File: config.mk
export PLATFORM = sky130hd
export DESIGN_NAME = branch_resolve
export DESIGN_NICKNAME = d
export VERILOG_FILES = /design/src/rtl/br_pkg.sv /design/src/rtl/br_cond_eval.sv /design/src/rtl/br_target_gen.sv /design/src/rtl/branch_resolve.sv
export SDC_FILE = /design/constraint.sdc
export NUM_CORES = 1
export LEC_CHECK = 0
export ABC_AREA = 1
export BUFFER_PORTS_ARGS = -buffer_cell sky130_fd_sc_hd__buf_2
export CORE_UTILIZATION = 57
export DETAILED_ROUTE_END_ITERATION = 8
export GPL_TIMING_DRIVEN = 0
export PLACE_DENSITY = 0.85
export SLEW_MARGIN = 30
export SYNTH_ARGS = -nofsm -noshare
export SYNTH_HDL_FRONTEND = slang
export SYNTH_SLANG_ARGS = --single-unit
export TNS_END_PERCENT = 10
File: constraint.sdc
create_clock -name clk -period 7.48 [get_ports clk]
set_input_delay 1.87 -clock clk [delete_from_list [all_inputs] [get_ports clk]]
set_output_delay 1.87 -clock clk [all_outputs]
set_load 0.02 [all_outputs]
File: src/rtl/br_pkg.sv
package br_pkg;

  typedef enum logic [2:0] {
    CND_EQ  = 3'b000,
    CND_NE  = 3'b001,
    CND_LT  = 3'b010,
    CND_GT  = 3'b011,
    CND_LE  = 3'b100,
    CND_GE  = 3'b101,
    CND_ZR  = 3'b110,
    CND_NZ  = 3'b111
  } cond_e;

  localparam int unsigned CONDW      = 3;
  localparam int unsigned OPW        = 4;
  localparam logic [3:0]  OPC_CMPJ   = 4'd8;
  localparam logic [3:0]  OPC_RELJ   = 4'd11;
  localparam logic [3:0]  OPC_INDJ   = 4'd12;

endpackage

File: src/rtl/br_cond_eval.sv
module br_cond_eval
  import br_pkg::*;
#(
  parameter int unsigned XLEN       = 16,
  parameter bit          SIGNED_CMP = 1'b1
) (
  input  cond_e            cond_i,
  input  logic [XLEN-1:0]  lhs_i,
  input  logic [XLEN-1:0]  rhs_i,
  output logic             hit_o
);

  logic lt_w;
  logic gt_w;
  logic eq_w;
  logic zr_w;

  generate
    if (SIGNED_CMP) begin : g_signed
      assign lt_w = $signed(lhs_i) < $signed(rhs_i);
      assign gt_w = $signed(lhs_i) > $signed(rhs_i);
    end else begin : g_unsigned
      assign lt_w = lhs_i < rhs_i;
      assign gt_w = lhs_i > rhs_i;
    end
  endgenerate

  assign eq_w = (lhs_i == rhs_i);
  assign zr_w = (lhs_i == '0);

  always_comb begin
    unique case (cond_i)
      CND_EQ:  hit_o = eq_w;
      CND_NE:  hit_o = !eq_w;
      CND_LT:  hit_o = lt_w;
      CND_GT:  hit_o = gt_w;
      CND_LE:  hit_o = lt_w || eq_w;
      CND_GE:  hit_o = gt_w || eq_w;
      CND_ZR:  hit_o = zr_w;
      CND_NZ:  hit_o = !zr_w;
      default: hit_o = 1'b0;
    endcase
  end

endmodule

File: src/rtl/br_target_gen.sv
module br_target_gen
  import br_pkg::*;
#(
  parameter int unsigned XLEN       = 16,
  parameter int unsigned NREG       = 4,
  parameter logic [3:0]  OP_CMPJ    = OPC_CMPJ,
  parameter logic [3:0]  OP_RELJ    = OPC_RELJ,
  parameter logic [3:0]  OP_INDJ    = OPC_INDJ,
  parameter bit          SIGNED_CMP = 1'b1
) (
  input  logic [XLEN-1:0]       instr_i,
  input  logic [XLEN-1:0]       pc_i,
  input  logic [NREG*XLEN-1:0]  regs_i,
  output logic                  taken_o,
  output logic [XLEN-1:0]       next_pc_o
);

  localparam int unsigned RIW     = $clog2(NREG);
  localparam int unsigned DST_LSB = OPW;
  localparam int unsigned SRC_LSB = OPW + RIW;
  localparam int unsigned ADR_LSB = OPW + 2*RIW;
  localparam int unsigned CND_LSB = OPW + 3*RIW;
  localparam int unsigned OFFW    = XLEN - OPW;

  logic [XLEN-1:0] rf [NREG];

  genvar g;
  generate
    for (g = 0; g < NREG; g++) begin : g_unpack
      assign rf[g] = regs_i[g*XLEN +: XLEN];
    end
  endgenerate

  logic [OPW-1:0]  opc;
  logic [RIW-1:0]  dst_idx;
  logic [RIW-1:0]  src_idx;
  logic [RIW-1:0]  adr_idx;
  cond_e           cond;
  logic [OFFW-1:0] off;
  logic [XLEN-1:0] off_ext;
  logic [XLEN-1:0] seq_pc;
  logic            cmp_hit;

  assign opc     = instr_i[OPW-1:0];
  assign dst_idx = instr_i[DST_LSB +: RIW];
  assign src_idx = instr_i[SRC_LSB +: RIW];
  assign adr_idx = instr_i[ADR_LSB +: RIW];
  assign cond    = cond_e'(instr_i[CND_LSB +: CONDW]);
  assign off     = instr_i[XLEN-1:OPW];
  assign off_ext = {{OPW{off[OFFW-1]}}, off};
  assign seq_pc  = pc_i + XLEN'(1);

  br_cond_eval #(
    .XLEN       (XLEN),
    .SIGNED_CMP (SIGNED_CMP)
  ) i_cond (
    .cond_i (cond),
    .lhs_i  (rf[dst_idx]),
    .rhs_i  (rf[src_idx]),
    .hit_o  (cmp_hit)
  );

  always_comb begin
    taken_o   = 1'b0;
    next_pc_o = seq_pc;
    if (opc == OP_CMPJ) begin
      if (cmp_hit) begin
        taken_o   = 1'b1;
        next_pc_o = rf[adr_idx];
      end
    end else if (opc == OP_RELJ) begin
      taken_o   = 1'b1;
      next_pc_o = seq_pc + off_ext;
    end else if (opc == OP_INDJ) begin
      taken_o   = 1'b1;
      next_pc_o = rf[src_idx];
    end
  end

endmodule

File: src/rtl/branch_resolve.sv
module branch_resolve
  import br_pkg::*;
#(
  parameter int unsigned XLEN       = 16,
  parameter int unsigned NREG       = 4,
  parameter logic [3:0]  OP_CMPJ    = OPC_CMPJ,
  parameter logic [3:0]  OP_RELJ    = OPC_RELJ,
  parameter logic [3:0]  OP_INDJ    = OPC_INDJ,
  parameter bit          SIGNED_CMP = 1'b1
) (
  input  logic                  clk,
  input  logic                  rst,
  input  logic                  in_valid_i,
  input  logic [XLEN-1:0]       instr_i,
  input  logic [XLEN-1:0]       pc_i,
  input  logic [NREG*XLEN-1:0]  regs_i,
  output logic                  res_valid_o,
  output logic                  res_taken_o,
  output logic [XLEN-1:0]       res_next_pc_o
);

  logic            taken_c;
  logic [XLEN-1:0] next_pc_c;

  br_target_gen #(
    .XLEN       (XLEN),
    .NREG       (NREG),
    .OP_CMPJ    (OP_CMPJ),
    .OP_RELJ    (OP_RELJ),
    .OP_INDJ    (OP_INDJ),
    .SIGNED_CMP (SIGNED_CMP)
  ) i_target (
    .instr_i   (instr_i),
    .pc_i      (pc_i),
    .regs_i    (regs_i),
    .taken_o   (taken_c),
    .next_pc_o (next_pc_c)
  );

  always_ff @(posedge clk) begin
    if (rst) begin
      res_valid_o   <= 1'b0;
      res_taken_o   <= 1'b0;
      res_next_pc_o <= '0;
    end else begin
      res_valid_o <= in_valid_i;
      if (in_valid_i) begin
        res_taken_o   <= taken_c;
        res_next_pc_o <= next_pc_c;
      end
    end
  end

endmodule

; ---- Yosys cells after proc, flatten, opt, wreduce, memory -nomap -nowiden
; Cells that the tools add are included.
[word_totals]
regBits = 18
out_inout_bits = 18
wordCells = 48
[op_classes]
addsub = 2
order_cmp = 5
eq_ne = 11
mux = 18
n_bitwise = 3
reduce_logical = 6
[ops]
columns = op, count
row1 = two-way mux 16 bit, 10
row2 = binary-select mux 16 bit (select 2 bit), 3
row3 = "adder 16 x 1 -> 16 bit, second input constant", 1
row4 = adder 16 bit, 1
row5 = equality test 16 bit, 1
row6 = > comparator 16 bit, 1
row7 = logical NOT 16 bit, 1
row8 = < comparator 16 bit, 1
row9 = "equality test 3 bit, second input constant", 4
row10 = "equality test 4 bit, second input constant", 3
row11 = ">= comparator 3 bit, second input constant", 3
row12 = NOT 2 -> 3 bit, 3
row13 = case mux 1 bit (8 select lines), 1
row14 = "equality test 3 x 2 -> 1 bit, second input constant", 2
row15 = two-way mux 1 bit, 4
row16 = "equality test 3 x 1 -> 1 bit, second input constant", 1
row17 = logical NOT 3 bit, 1
row18 = logical NOT 1 bit, 2
row19 = logical OR 1 bit, 2

; ---- Logic depth before layout (Yosys ltp)
[depth]
ltp_word = 9
ltp_mapped = 25

; ---- Cells and area by module
; Synthesis repeated with hierarchy kept, for this count alone.
[hier_totals]
hier_cells = 884
hier_area_um2 = 4700.8
[modules_own_cells]
columns = module, instances, cells_each, area_per_inst_um2
row1 = br_target_gen, 1, 666, 3348.2
row2 = branch_resolve, 1, 111, 748.2
row3 = br_cond_eval, 1, 107, 604.3

; ---- Worst setup path before layout
; Ideal clock, no wire load.
[synth_timing]
path_type = input -> register
start = input port instr_i[6]
end = register res_next_pc_o[14]
setup_ps = 109
arrival_ps = 4219
setup_slack_ps = 3152
cell_stages = 18
path_cell_list = clkbuf_1 -> clkbuf_1 -> a21oi_1 -> o21ai_0 -> nand2_1 -> ha_1 -> nand2_1 -> nor2_2 -> nand2_1 -> nor3_2 -> nor2_1 -> nand2_1 -> buf_1 -> nand3_1 -> nand3_1 -> nand3_1 -> nand2_1 -> inv_1
[synth_via]
elab_chain_cells = 9
word_cells_on_any_way = 16
[synth_rtl]
columns = item, line
row1 = from (decl), branch_resolve.sv:14  ; input logic [XLEN-1:0] instr_i,
row2 = NOT 2 -> 3 bit (not written as such), "br_target_gen.sv:59, br_target_gen.sv:76"
row3 = binary-select mux 16 bit (select 2 bit), "br_target_gen.sv:59, br_target_gen.sv:76"
row4 = two-way mux 16 bit (not written as such) (2 in series), "br_target_gen.sv:59, br_target_gen.sv:76"
row5 = > comparator 16 bit (tied with other cells), br_cond_eval.sv:21  ; assign gt_w = $signed(lhs_i) > $signed(rhs_i);
row6 = logical OR 1 bit (tied with other cells), br_cond_eval.sv:38  ; CND_GE: hit_o = gt_w || eq_w;
row7 = case mux 1 bit (8 select lines), br_cond_eval.sv:32  ; unique case (cond_i)
row8 = two-way mux 16 bit, br_target_gen.sv:67  ; if (cmp_hit) begin
row9 = two-way mux 16 bit *, br_target_gen.sv:66  ; if (opc == OP_CMPJ) begin
row10 = to (signal assigned), branch_resolve.sv:49  ; res_next_pc_o <= next_pc_c;
row11 = to (decl), branch_resolve.sv:19  ; output logic [XLEN-1:0] res_next_pc_o
; Mark *: on every way between the ends. The rest lies on a longest branch, timed or not. The select of a mux whose other input is x is not followed.
; A chain may end at the register's enable or synchronous reset.

; ---- Final worst setup path
; Ends and elaborated chain as after synthesis.

==> results.txt <==
- Status: finished clean
- The finished layout holds 1080 standard cells, fillers aside.
* Post-synth net total: 993
* Setup TNS: 0 ns
- The complex-gate fraction of the synthesized area was 0.240.
* Register-to-register setup slack: 6.80 ns
* Number of diodes added for antenna fixing: 0
- After detailed routing, the average wire length per cell comes to 15.7 microns.
* Number of global-route vias before repair: 5778
- During placement, the flow inserted port buffers numbering 116.
- Effective utilization at floorplan: 0.604
- Largest family of logic cells by synthesized area: simple AND/OR/NAND/NOR gates
- Across the routed clock network, the largest skew measured is 0 ns.
* Growth of design area from synthesis to finish: 17.0%
- Dominant register cell in the synthesized netlist: dfxtp_1
* FMAX: 188 MHz
* Required time at the endpoint of the critical path: 7.63 ns
- Setup slack closes at 2.17 ns.
- Gates resized during post-CTS repair numbered 0.
- The first global-routing pass estimated 26900 microns of wire.
- Source-to-sink clock delay at the later pin of the worst-skew pair: 0.25 ns
- Leaving out fill and tap cells, the most frequent cell in the layout is nand2_1.
* Max-slew headroom: 0.592
- Top delay family on crit path: simple AND/OR/NAND/NOR gates
- The worst hold path belongs to the class reg2reg.
* Overall power after layout: 0.549 mW
* Share of synthesized flip-flops with an asynchronous set or reset: 0
* Hold buffer count at CTS: 0
- Post-Route WL: 17000 microns
* GRT Resource Usage Total: 0.405
* Routed vias: 6414
- 117 I/O pins were placed.
* Post-DP HPWL: 13700 microns
- Number of cells after detailed placement: 1076
* Router iterations before antenna repair: 7
- Starting DRT DRC Count: 770
- CTS tree: yes
- Counting flops and latches in the post-synthesis netlist gives 18.
- For this run the aggregate overflow at the end of global routing stands at 0.
- The final number of max-transition violations is 0.
- CP cell instances: buf_2, clkbuf_1, clkbuf_1, a21oi_1, o21ai_0, nand2_1, ha_1, nand2_1, nor2_1, nand2_1, nor3_2, nor2_1, nand2_1, buf_1, nand3_1, nand3_1, nand3_1, nand2_1, inv_1
- Counting every sink on the clock net gives 18.
- Routability Congestion: 1.02
- Largest area contributor in the netlist: nand2_1
- Among all stages on the critical path, the largest delay is contributed by clkbuf_1.
* Transition at the pin with the smallest max-transition slack: 0.613 ns
- The floorplan has 31 rows.
* Total count of hold-check failures in the final report: 0
- Final hold analysis gives a worst-case slack of 0.525 ns.
- Dividing total power by cell area gives a power density of 105 nW/um^2.
- In this design, the stage delay of the slowest critical-path cell is 0.49 ns.
* Max FO, Critical Path: 10
- Maximum level of the CTS H-tree: 1
- Synthesis produced a netlist whose cell count is 861.
- Maximum vdd ir drop: 0.000128 V
- After synthesis, the netlist uses 41 different library cells.
- Mux share of post-synthesis cell area: 0
- Final worst-path cycle share: 0.709
- By area the synthesized netlist is led by nand2_1, nand3_1, a21oi_1, ha_1, o21ai_0.
- The region available for standard cell placement spans 7410 sq um.
- Parity-gate share of the synthesized area counting xor and xnor cells: 0.00978
* Most frequent CP cell: nand2_1
- Post-Syn Area per Cell: 5.20 sq um
- Final setup fails: 0
- Crit end category: flop
* Adder-cell share of the synthesized area: 0.0939
* Top library cells by usage in the layout, fill and taps aside: nand2_1, buf_2, nand3_1, inv_1, a21oi_1
- Antenna-violating nets left: 0
- Fraction of post-synthesis cell area in the top cell type by area: 0.227
* Drt drc: 0
- Number of antenna violations at the first check in global routing: 0
- Buffers added to address setup during post-CTS repair amount to 0.
- The die covers 8210 sq um.
- Standby leakage power: 2.87 nW
- Using the TritonRoute via totals, the vias-per-cell ratio works out to 5.94.
- Maximum buffer depth of the clock tree: 2
* Vert. Die Dim: 90.6 microns
* CTS Root Buffer Type: clkbuf_8
* Die X: 90.6 microns
* Max Cap Violations: 0
- Number of buffers and inverters on the critical path: 5
- The Yosys step of the flow raised 0 warnings.
- WS Path Type: in2reg
- CP Data Arrival Time: 5.46 ns
- In this run, CTS created clock tree buffers numbering 3.
* Pin count of the biggest net entering global routing: 11
* Fin crit period: 5.31 ns
- STA classifies the critical path startpoint as an input port.
- RSZ-0062 raised after global routing: no
- Post-synthesis instance area: 4480 sq um
- At the placement stage, the worst setup path has a slack of 2.06 ns.
* Share of final-layout standard cells stronger than drive strength 1: 0.153
- Clock edge transition at the registers on the reported setup and hold paths: 0.06 ns
- Of the total synthesized cell area, the portion taken by AND, OR, NAND and NOR gates is 0.443.
- Of the synthesized area, sequential elements account for 0.0805.
* Number of synthesized flops with an enable pin: 0
- Nets: 1114
==> report_power, final <==
part,internal [mW],total [mW],switching (mW),leakage [nW]
Combinational,0.126,0.362,0.236,2.69
Sequential,0.104,0.108,0.00404,0.150
Clock,0.0468,0.0797,0.0329,0.0288
Total,0.276,0.549,0.273,2.87
==> path summary, 6_finish.rpt <==
| path | start | endpoint | cells after the start |
|---|---|---|---|
| min reg2reg | res_next_pc_o[2] | res_next_pc_o[2] | 2 |
| min | res_next_pc_o[2] | res_next_pc_o[2] | 2 |
| max reg2reg | res_next_pc_o[6] | res_next_pc_o[6] | 2 |
| max | instr_i[6] | res_next_pc_o[14] | 19 |
==> kinds of logic (layout without fill, tap and decap cells) <==
family | after synthesis | after routing
xor+xnor | 5 | 5
fa+ha+maj | 33 | 33
compound gates | 196 | 196
flops | 18 | 18
simple gates | 469 | 469
buf+inv | 140 | 260
==> flip-flops by register name, summed over array words and instances (netlist names) <==
register	flops
res_next_pc_o	16
res_valid_o	1
res_taken_o	1
==> metrics by stage <==
stage	util	instance area, sq um
2_1_floorplan	-	4480
3_3_place_gp	0.699	5180
3_5_place_dp	0.699	5180
4_1_cts	0.707	5240
5_1_grt	0.707	5240
6_report	0.707	5240
==> cell type report <==
type	count	area, sq um
Timing Repair Buffer	116	581
Fill cell	754	2170
Inverter	100	375
Tap cell	99	124
Multi-Input combinational cell	703	3520
Buffer	40	218
Sequential cell	18	360
Clock buffer	4	55.1
==> per-layer routing <==
metal / routed length [microns] / track usage / vias up
li1: - / - / 3096
met1: 6740 / 0.528 / 2811
met2: 7300 / 0.645 / 432
met3: 2180 / 0.0741 / 75
met4: 754 / 0.177 / 0
met5: 0 / 0 / -
==> worst reg2reg max path: stages, from the launching register on <==
cell and delay, ns:
dfxtp_1 0.33, o21ai_0 0.18, a21oi_1 0.06
==> cells in the mapped netlist (7+ instances only) <==
cell / instances
buf_6: 8
nand4_1: 10
inv_1: 94
dfxtp_1: 18
nor3_1: 9
nand2_1: 271
a21oi_1: 81
o221ai_1: 7
ha_1: 32
clkbuf_1: 24
nand3_1: 98
nor2_1: 70
o21ai_0: 78
Note: power is estimated with default switching activity, not from simulation.
